$ cat src/rtl/flk_pkg.sv
package flk_pkg;
  localparam logic [7:0] CMD_SETUP  = 8'h60;
  localparam logic [7:0] CMD_LOCK   = 8'h01;
  localparam logic [7:0] CMD_UNLOCK = 8'hD0;
  localparam logic [7:0] CMD_DOWN   = 8'h2F;
  localparam logic [7:0] CMD_CLRSR  = 8'h50;

  typedef enum logic [1:0] {
    OP_NONE   = 2'd0,
    OP_LOCK   = 2'd1,
    OP_UNLOCK = 2'd2,
    OP_DOWN   = 2'd3
  } lk_op_e;
endpackage

$ cat src/rtl/flk_decode.sv
module flk_decode #(
  parameter int SLOTS     = 8,
  parameter int MAIN_AW   = 16,
  parameter int PARAM_AW  = 14,
  parameter bit TOP_PARAM = 1'b1,
  parameter int ADDR_W    = 19,
  parameter int IDX_W     = 4
) (
  input  logic [ADDR_W-1:0] addr,
  output logic [IDX_W-1:0]  idx
);
  localparam int SUB_W  = MAIN_AW - PARAM_AW;
  localparam int PSPLIT = 1 << SUB_W;
  localparam int SLOT_W = ADDR_W - MAIN_AW;

  logic [SLOT_W-1:0] slot;
  logic [SUB_W-1:0]  sub;

  assign slot = addr[ADDR_W-1:MAIN_AW];
  assign sub  = addr[MAIN_AW-1:PARAM_AW];

  generate
    if (TOP_PARAM) begin : g_top
      always_comb begin
        if (slot == SLOT_W'(SLOTS - 1)) idx = IDX_W'(SLOTS - 1) + IDX_W'(sub);
        else                            idx = IDX_W'(slot);
      end
    end else begin : g_bot
      always_comb begin
        if (slot == '0) idx = IDX_W'(sub);
        else            idx = IDX_W'(slot) + IDX_W'(PSPLIT - 1);
      end
    end
  endgenerate
endmodule

$ cat src/rtl/flk_cmd_fsm.sv
module flk_cmd_fsm
  import flk_pkg::*;
(
  input  logic       clk,
  input  logic       rst_n,
  input  logic       cmd_valid,
  input  logic [7:0] cmd_code,
  output lk_op_e     op,
  output logic       clr_req
);
  logic pend_q;

  always_comb begin
    op = OP_NONE;
    if (cmd_valid && pend_q) begin
      unique case (cmd_code)
        CMD_LOCK:   op = OP_LOCK;
        CMD_UNLOCK: op = OP_UNLOCK;
        CMD_DOWN:   op = OP_DOWN;
        default:    op = OP_NONE;
      endcase
    end
  end

  assign clr_req = cmd_valid && !pend_q && (cmd_code == CMD_CLRSR);

  always_ff @(posedge clk or negedge rst_n) begin
    if (!rst_n)         pend_q <= 1'b0;
    else if (cmd_valid) pend_q <= !pend_q && (cmd_code == CMD_SETUP);
  end

  AST_SETUP_CONSUMED: assert property (@(posedge clk) disable iff (!rst_n)
    (pend_q && cmd_valid) |=> !pend_q) else $error("setup outlived confirm");
  AST_OP_NEEDS_SETUP: assert property (@(posedge clk) disable iff (!rst_n)
    (op != OP_NONE) |-> (pend_q && cmd_valid)) else $error("op without setup");
endmodule

$ cat src/rtl/flk_lock_array.sv
module flk_lock_array
  import flk_pkg::*;
#(
  parameter int NBLK  = 11,
  parameter int IDX_W = 4
) (
  input  logic             clk,
  input  logic             rst_n,
  input  lk_op_e           op,
  input  logic [IDX_W-1:0] op_idx,
  input  logic [IDX_W-1:0] q_idx,
  input  logic [IDX_W-1:0] a_idx,
  output logic [1:0]       q_stat,
  output logic             a_lock
);
  logic [NBLK-1:0] lk_q;
  logic [NBLK-1:0] dn_q;

  generate
    for (genvar i = 0; i < NBLK; i++) begin : g_blk
      logic hit;
      assign hit = (op_idx == IDX_W'(i));

      always_ff @(posedge clk or negedge rst_n) begin
        if (!rst_n) begin
          lk_q[i] <= 1'b1;
          dn_q[i] <= 1'b0;
        end else if (hit) begin
          unique case (op)
            OP_LOCK:   lk_q[i] <= 1'b1;
            OP_UNLOCK: if (!dn_q[i]) lk_q[i] <= 1'b0;
            OP_DOWN:   begin lk_q[i] <= 1'b1; dn_q[i] <= 1'b1; end
            default:   ;
          endcase
        end
      end

      AST_DOWN_STICKY: assert property (@(posedge clk) disable iff (!rst_n)
        dn_q[i] |=> dn_q[i]) else $error("lock-down lost");
      AST_DOWN_IMPLIES_LOCK: assert property (@(posedge clk) disable iff (!rst_n)
        dn_q[i] |-> lk_q[i]) else $error("locked-down block open");
      AST_UNLOCK_CAUSE: assert property (@(posedge clk) disable iff (!rst_n)
        $fell(lk_q[i]) |-> $past(op == OP_UNLOCK && op_idx == IDX_W'(i)))
        else $error("unlock without command");
    end
  endgenerate

  always_comb begin
    q_stat = 2'b00;
    a_lock = 1'b0;
    if (int'(q_idx) < NBLK) q_stat = {dn_q[q_idx], lk_q[q_idx]};
    if (int'(a_idx) < NBLK) a_lock = lk_q[a_idx];
  end
endmodule

$ cat src/rtl/flk_status.sv
module flk_status (
  input  logic       clk,
  input  logic       rst_n,
  input  logic       deny,
  input  logic       deny_erase,
  input  logic       clr_req,
  output logic [2:0] err
);
  logic [2:0] err_q;
  logic [2:0] set_v;

  assign set_v = deny ? {deny_erase, !deny_erase, 1'b1} : 3'b000;

  always_ff @(posedge clk or negedge rst_n) begin
    if (!rst_n) err_q <= 3'b000;
    else        err_q <= (clr_req ? 3'b000 : err_q) | set_v;
  end

  assign err = err_q;

  AST_DENY_FLAGS: assert property (@(posedge clk) disable iff (!rst_n)
    deny |=> (err_q[0] && (err_q[1] != err_q[2] || $past(clr_req) == 1'b0)))
    else $error("refusal not flagged");
  AST_FLAGS_STICKY: assert property (@(posedge clk) disable iff (!rst_n)
    (!clr_req && err_q[0]) |=> err_q[0]) else $error("flag dropped");
endmodule

$ cat src/rtl/flash_lock_unit.sv
module flash_lock_unit
  import flk_pkg::*;
#(
  parameter int SLOTS     = 8,
  parameter int MAIN_AW   = 16,
  parameter int PARAM_AW  = 14,
  parameter bit TOP_PARAM = 1'b1,
  localparam int SUB_W    = MAIN_AW - PARAM_AW,
  localparam int PSPLIT   = 1 << SUB_W,
  localparam int NBLK     = SLOTS - 1 + PSPLIT,
  localparam int IDX_W    = $clog2(NBLK),
  localparam int ADDR_W   = MAIN_AW + $clog2(SLOTS)
) (
  input  logic              clk,
  input  logic              rst_n,
  input  logic              cmd_valid,
  input  logic [7:0]        cmd_code,
  input  logic [ADDR_W-1:0] cmd_addr,
  input  logic              acc_valid,
  input  logic              acc_erase,
  input  logic [ADDR_W-1:0] acc_addr,
  output logic              acc_allow,
  input  logic [ADDR_W-1:0] qry_addr,
  output logic [1:0]        qry_status,
  output logic [2:0]        err_flags
);
  logic [IDX_W-1:0] cmd_idx, acc_idx, qry_idx;
  lk_op_e           op;
  logic             clr_req;
  logic             a_lock;
  logic             deny;

  flk_decode #(.SLOTS(SLOTS), .MAIN_AW(MAIN_AW), .PARAM_AW(PARAM_AW),
               .TOP_PARAM(TOP_PARAM), .ADDR_W(ADDR_W), .IDX_W(IDX_W))
    u_dec_cmd (.addr(cmd_addr), .idx(cmd_idx));
  flk_decode #(.SLOTS(SLOTS), .MAIN_AW(MAIN_AW), .PARAM_AW(PARAM_AW),
               .TOP_PARAM(TOP_PARAM), .ADDR_W(ADDR_W), .IDX_W(IDX_W))
    u_dec_acc (.addr(acc_addr), .idx(acc_idx));
  flk_decode #(.SLOTS(SLOTS), .MAIN_AW(MAIN_AW), .PARAM_AW(PARAM_AW),
               .TOP_PARAM(TOP_PARAM), .ADDR_W(ADDR_W), .IDX_W(IDX_W))
    u_dec_qry (.addr(qry_addr), .idx(qry_idx));

  flk_cmd_fsm u_fsm (
    .clk(clk), .rst_n(rst_n), .cmd_valid(cmd_valid), .cmd_code(cmd_code),
    .op(op), .clr_req(clr_req)
  );

  flk_lock_array #(.NBLK(NBLK), .IDX_W(IDX_W)) u_arr (
    .clk(clk), .rst_n(rst_n), .op(op), .op_idx(cmd_idx),
    .q_idx(qry_idx), .a_idx(acc_idx), .q_stat(qry_status), .a_lock(a_lock)
  );

  assign deny      = acc_valid && a_lock;
  assign acc_allow = acc_valid && !a_lock;

  flk_status u_sts (
    .clk(clk), .rst_n(rst_n), .deny(deny), .deny_erase(acc_erase),
    .clr_req(clr_req), .err(err_flags)
  );

  AST_LOCKED_DENIED: assert property (@(posedge clk) disable iff (!rst_n)
    (acc_valid && acc_addr == qry_addr && qry_status[0]) |-> !acc_allow)
    else $error("locked block allowed");
  AST_IDLE_NO_ALLOW: assert property (@(posedge clk) disable iff (!rst_n)
    !acc_valid |-> !acc_allow) else $error("allow without request");
endmodule

$ cat config.mk
export PLATFORM = sky130hd
export DESIGN_NAME = flash_lock_unit
export DESIGN_NICKNAME = d
export VERILOG_FILES = /design/src/rtl/flk_pkg.sv /design/src/rtl/flk_decode.sv /design/src/rtl/flk_cmd_fsm.sv /design/src/rtl/flk_lock_array.sv /design/src/rtl/flk_status.sv /design/src/rtl/flash_lock_unit.sv
export SDC_FILE = /design/constraint.sdc
export NUM_CORES = 1
export LEC_CHECK = 0
export CORE_UTILIZATION = 32
export DETAILED_ROUTE_END_ITERATION = 10
export SYNTH_ARGS = -nofsm -noshare
export SYNTH_HDL_FRONTEND = slang
export SYNTH_SLANG_ARGS = --single-unit
$ cat constraint.sdc
create_clock -name clk -period 2.4 [get_ports clk]
set_clock_uncertainty 0.15 [all_clocks]
set_input_delay 0.24 -clock clk [delete_from_list [all_inputs] [get_ports clk]]
set_output_delay 0.24 -clock clk [all_outputs]
set_load 0.1 [all_outputs]
After elaboration in Yosys (flattened, before gate mapping)
Index checks and enable logic that the tools add are counted.
{"block": "classes", "addsub": 3, "magnitude_cmp": 4, "eq_ne": 32, "n_mux": 37, "bitwise_logic": 1, "n_reduce_logical": 34}
{"op": "3-bit AND reduction", "n": 11}
{"op": "2-bit inequality test (second input constant)", "n": 11}
{"op": "1-bit case mux with 2 select lines", "n": 11}
{"op": "2-bit AND reduction", "n": 11}
{"op": "4-bit by 3-bit == test with 1-bit output (second input constant)", "n": 4}
{"op": "8-bit by 7-bit == test with 1-bit output (second input constant)", "n": 2}
{"op": "1-bit 2-to-1 mux", "n": 15}
{"op": "3-bit by 2-bit adder with 4-bit output (first input constant)", "n": 3}
{"op": "1-bit binary-select mux with 4-bit select", "n": 3}
{"op": "4-bit == test (second input constant)", "n": 3}
{"op": "4-bit 2-to-1 mux", "n": 3}
{"op": "4-bit by 5-bit < comparator with 1-bit output (second input constant)", "n": 2}
{"op": "3-bit == test (second input constant)", "n": 3}
{"op": "4-bit by 2-bit == test with 1-bit output (second input constant)", "n": 2}
{"op": "8-bit by 1-bit == test with 1-bit output (second input constant)", "n": 1}
{"op": "8-bit by 6-bit == test with 1-bit output (second input constant)", "n": 1}
{"op": "8-bit == test (second input constant)", "n": 1}
{"op": "4-bit < comparator (second input constant)", "n": 2}
{"op": "1-bit logical AND", "n": 6}
{"op": "3-bit 2-to-1 mux", "n": 2}
{"op": "2-bit case mux with 3 select lines", "n": 1}
{"op": "2-bit == test (second input constant)", "n": 2}
{"op": "4-bit by 1-bit == test with 1-bit output (second input constant)", "n": 1}
{"op": "4-bit logical NOT", "n": 1}
{"op": "6 further kinds", "n": 9}
{"block": "word_totals", "ff_bits": 26, "input_bits": 70, "output_inout_bits": 6, "word_cells": 135}

Logic depth before layout (Yosys ltp)
{"block": "logic_depth", "ltp_word": 8, "ltp_mapped": 6, "mapped_depth_nobuf": 6}

Cells and area by module
From an unflattened synthesis, not the netlist that was laid out.
{"block": "hier_totals", "cells_unflattened": 164, "area_unflattened_um2": 1860.5}
{"mod": "flk_lock_array", "n_inst": 1, "cells_per_inst": 108, "area_each_um2": 1385.1, "seq_area_each_um2": 564.3}
{"mod": "flk_decode", "n_inst": 3, "cells_per_inst": 10, "area_each_um2": 67.6, "seq_area_each_um2": 0.0}
{"mod": "flk_cmd_fsm", "n_inst": 1, "cells_per_inst": 16, "area_each_um2": 147.6, "seq_area_each_um2": 25.0}
{"mod": "flk_status", "n_inst": 1, "cells_per_inst": 8, "area_each_um2": 108.9, "seq_area_each_um2": 75.1}
{"mod": "flash_lock_unit", "n_inst": 1, "cells_per_inst": 2, "area_each_um2": 16.3, "seq_area_each_um2": 0.0}

Worst setup path after synthesis
No wires, ideal clock.
{"block": "synth_path", "path_kind": "input-to-output", "start": "input port qry_addr[14]", "end": "output port qry_status[0]", "t_arrival_ns": 4.007, "required_ns": 2.010, "path_slack_ns": -1.997, "stages": 6, "n_path_buf": 0, "cell_sequence": "inv_1 -> ha_1 -> and3_1 -> o211ai_1 -> a221oi_1 -> nor4_1"}
{"block": "synth_via", "elab_chain_cells": 5, "word_cells_on_any_way": 6, "classes_between": "add/sub: 1; order compare: 1; mux: 4"}
{"item": "start, declared", "line": "flash_lock_unit.sv:23", "text": "input logic [ADDR_W-1:0] qry_addr,"}
{"item": "3-bit by 2-bit adder with 4-bit output *", "line": "flk_decode.sv:25", "text": "if (slot == SLOT_W'(SLOTS - 1)) idx = IDX_W'(SLOTS - 1) + IDX_W'(sub);"}
{"item": "4-bit 2-to-1 mux *", "line": "flk_decode.sv:25"}
{"item": "1-bit binary-select mux with 4-bit select", "line": "flk_lock_array.sv:51", "text": "if (int'(q_idx) < NBLK) q_stat = {dn_q[q_idx], lk_q[q_idx]};"}
{"item": "1-bit 2-to-1 mux (not written as such)", "line": "flk_lock_array.sv:51"}
{"item": "2-bit 2-to-1 mux *", "line": "flk_lock_array.sv:51"}
{"item": "end, declared", "line": "flash_lock_unit.sv:24", "text": "output logic [1:0] qry_status,"}
Mark *: on every way between the ends. The rest lies on a longest branch, timed or not. The select of a mux whose other input is x is not followed.

Worst setup path in the final report
{"block": "layout_path", "start": "input port qry_addr[16]", "end": "output port qry_status[0]"}
{"block": "layout_via", "elab_chain_cells": 5, "word_cells_on_any_way": 6, "classes_between": "order compare: 1; eq/ne: 1; mux: 4"}
{"item": "3-bit == test", "line": "flk_decode.sv:25"}
{"item": "4-bit 2-to-1 mux *", "line": "flk_decode.sv:25"}
{"item": "1-bit binary-select mux with 4-bit select", "line": "flk_lock_array.sv:51"}
{"item": "1-bit 2-to-1 mux (not written as such)", "line": "flk_lock_array.sv:51"}
{"item": "2-bit 2-to-1 mux *", "line": "flk_lock_array.sv:51"}
Marked as above.

==> impl_metrics.yaml <==
clocking:
  tritoncts: "yes"
  clock-sinks: 26
  htreeDepth: 1
  postCtsHoldBufs: 0
  clkLatencyLatePin_ps: 270
  cts.clk_slew.worst_paths_ps: 90
  numCtsBuffers: 3
  clock-root-buffer: "clkbuf_8"
  cts.path.max_buffers: 2
synthesis:
  synth_edf_count: 0
  ys_seq_elements: 26
  ys_seq_area_share_pct: 34.4
  yosys_warnings: 0
  synth_nets: 287
  synth_flop_cell: "dfrtp_1"
  syn_inst: 214
  avgSynthCellArea_um2: 9.02
  synth_area_um2: 1930
  synthArstFlopShare_pct: 100
  yosysUniqueCellTypes: 58
die:
  die_h_um: 79.7
  rows: 27
  die_w_um: 79.7
  core-area_um2: 5680
  io_pins: 76
  die_area_um2: 6350
  initial_core_util_pct: 34.0
worst_setup_path:
  crit_buf_inv: 3
  startpoint: "qry_addr[16]"
  worstPathRequired_ps: 2010
  reg2reg_slack_ps: 520
  cp_max_fo: 10
  crit_type: "in -> out"
  path_delay_family: "buffers and inverters"
  critical-path-max-stage-delay_ps: 510
  crit_slowest_cell: "mux4_2"
  worstReg2RegStart: "u_arr.lk_q[7]"
  crit_arrival_ps: 1900
  path_cells: "clkdlybuf4s50_1 > buf_4 > mux4_2 > nor2_1 > nor4_4 > buf_12"
  worstSetupEndpointType: "primary output"
  crit_path_start_kind: "primary input"
cells_and_area:
  syn_to_final_growth_pct: 36.4
  final-seq-area_um2: 664
  fin_area_um2: 2630
  fin_nets: 333
  diodes: 0
  post-route-util_pct: 46.4
  layout-drive-gt1-share_pct: 25.1
  num-fill-cells: 564
  multiInputGateArea_um2: 1240
timing:
  holdWs_ps: 177
  hold_viol: 0
  finalCriticalPeriod_ps: 2290
  setup_viol: 0
  relSlewSlack_pct: 73.3
  period_share_pct: 95.4
  max_freq_mhz: 437
  rsz0062_at_grt: "false"
  max_slew.worst_pin.slew_ps: 398
  drv_slew: 0
power_and_ir_drop:
  p_clk_share_pct: 33.3
  peakVddDrop_v: 0.000195
  p_sw_mw: 0.283
  p_leak_nw: 1.08
  comb_power_share_pct: 25.5
  internal_power_mw: 0.786
  p_per_area_nw_per_um2: 406
  power_switching_share_pct: 26.5
  power_frac_seq_pct: 41.2
run_status:
  status: "complete, no violations"
detailed_routing:
  antenna_left: 0
  wl_per_cell_um: 15.2
  drc: 0
  vias: 1859
  vias_per_cell: 5.62
  wl_um: 5030
  first_iter_violations: 63
  firstDrtPassIters: 4
place:
  hpwl_um: 3840
  place_area_um2: 2530
  io_buffer_count: 33
  place.gp.congestion: 0.796
run:
  cap_violations: 0
min_path:
  min_path_type: "in -> async"
global_route:
  grt_pass1_vias: 1692
  antenna_found_initial: 0
  grt_start_max_net_pins: 27
  grtUsageTotal_pct: 16.5
  overflow: 0
  grt_pass1_wl_um: 8220
layout by cell type (no fill, tap or decap), types with 8 or more instances in the layout:
master and instances:
clkdlybuf4s50_1 22, buf_4 21, nand2_1 17, dfrtp_1 15, a21oi_1 11, o21ai_0 11, dfstp_2 11, nor2_1 9
inv_1 8, o21bai_1 8
per-layer routing:
metal	routed length, µm	vias up	global-route usage, %	share of wire (%)
met1	2560	884	24.3	51
met2	2250	45	25.7	45
li1	-	928	-	-
met5	0	-	0	0
met3	183	2	1.14	3.6
met4	40	0	4.36	0.79
power by group through the flow:
stage / sequential [mW] / combinational [mW] / clock [mW]
after global routing: 0.441 / 0.295 / 0.375
after global placement: 0.448 / 0.268 / 0
final: 0.440 / 0.273 / 0.356
after detailed placement: 0.448 / 0.269 / 0
after CTS: 0.440 / 0.274 / 0.362
after floorplan: 0.455 / 0.143 / 0
path summary, 6_finish.rpt:
| path | endpoint | depth (start not counted) |
|---|---|---|
| setup / recovery | qry_status[0] | 6 |
| hold / removal | u_arr.dn_q[8] | 2 |
| setup reg to reg | u_sts.err[2] | 5 |
| hold reg to reg | u_arr.dn_q[5] | 2 |
| max in group asynchronous | u_arr.lk_q[9] | 2 |
| min in group clk | u_arr.dn_q[5] | 2 |
worst reg2reg max path: stages (launching register included):
cell and delay, ps:
dfstp_2 590, a21oi_1 50, o21a_1 170, o2111a_1 250, buf_4 140, o311ai_0 390
cell usage after synthesis (2+ instances only):
library cell	instances	area (µm²)
nand4_1	7	43.8
nor4_1	5	31.3
a31oi_1	4	25.0
clkbuf_1	6	22.5
nand4b_1	4	35.0
or4_4	2	22.5
nor2b_1	4	25.0
clkbuf_8	2	27.5
o21ai_0	12	60.1
nand2_1	17	63.8
nor2_1	9	33.8
o22ai_1	4	25.0
o31ai_1	4	30.0
ha_1	3	37.5
a21o_1	3	22.5
mux4_2	2	45.0
mux2i_1	3	30.0
dfrtp_1	15	375
dfstp_2	11	289
a221oi_1	2	17.5
and3_1	5	31.3
nand3b_1	3	22.5
a21oi_1	12	60.1
inv_1	12	45.0
a2bb2oi_1	4	35.0
buf_4	2	15.0
o21a_1	2	15.0
or2_2	2	12.5
o211ai_1	6	45.0
a22oi_1	2	15.0
a211oi_1	3	22.5
nand3_1	5	25.0
nor3_1	2	10.0
o21bai_1	8	60.1
a22o_1	2	17.5
nand2b_1	3	18.8
metrics by stage:
stage / power (mW) / std cells / worst slack [ps] / setup TNS (ps)
floorplan: 0.598 / 214 / -10.2 / -10.2
global placement: 0.716 / 327 / -130 / -316
detailed placement: 0.717 / 327 / -138 / -304
CTS: 1.08 / 331 / 1.58 / 0
global route: 1.11 / 331 / 32.5 / 0
finish: 1.07 / 331 / 110 / 0
timing repair:
item,CTS,global route
gates resized for setup,3,9
buffers inserted,0,0
setup endpoints to repair,3,3
pin swaps,5,5
flip-flops by register name, summed over array words and instances (netlist names):
register,count
u_arr.dn_q,11
u_arr.lk_q,11
u_sts.err,3
u_fsm.pend_q,1
logic make-up (layout without fill, tap and decap cells):
| kind of cell | count (synthesis) | after routing | share of synthesized area, % |
|---|---|---|---|
| AO/OA/AOI/OAI | 80 | 80 | 30.1 |
| adder cells (fa/ha/maj) | 3 | 3 | 1.94 |
| buffers and inverters | 23 | 68 | 5.96 |
| flip-flops | 26 | 26 | 34.4 |
| multiplexers | 5 | 5 | 3.89 |
| AND/OR/NAND/NOR | 77 | 77 | 23.7 |
area by class of cell:
| class | instances | share of cell area (%) |
|---|---|---|
| clock buffer | 3 | 1.57 |
| timing repair buffer | 52 | 19.8 |
| inverter | 12 | 1.71 |
| sequential | 26 | 25.2 |
| clock inverter | 1 | 1.14 |
| multi-input combinational | 165 | 47.2 |
| tap | 72 | 3.42 |
Power figures use the tool's default switching activity.
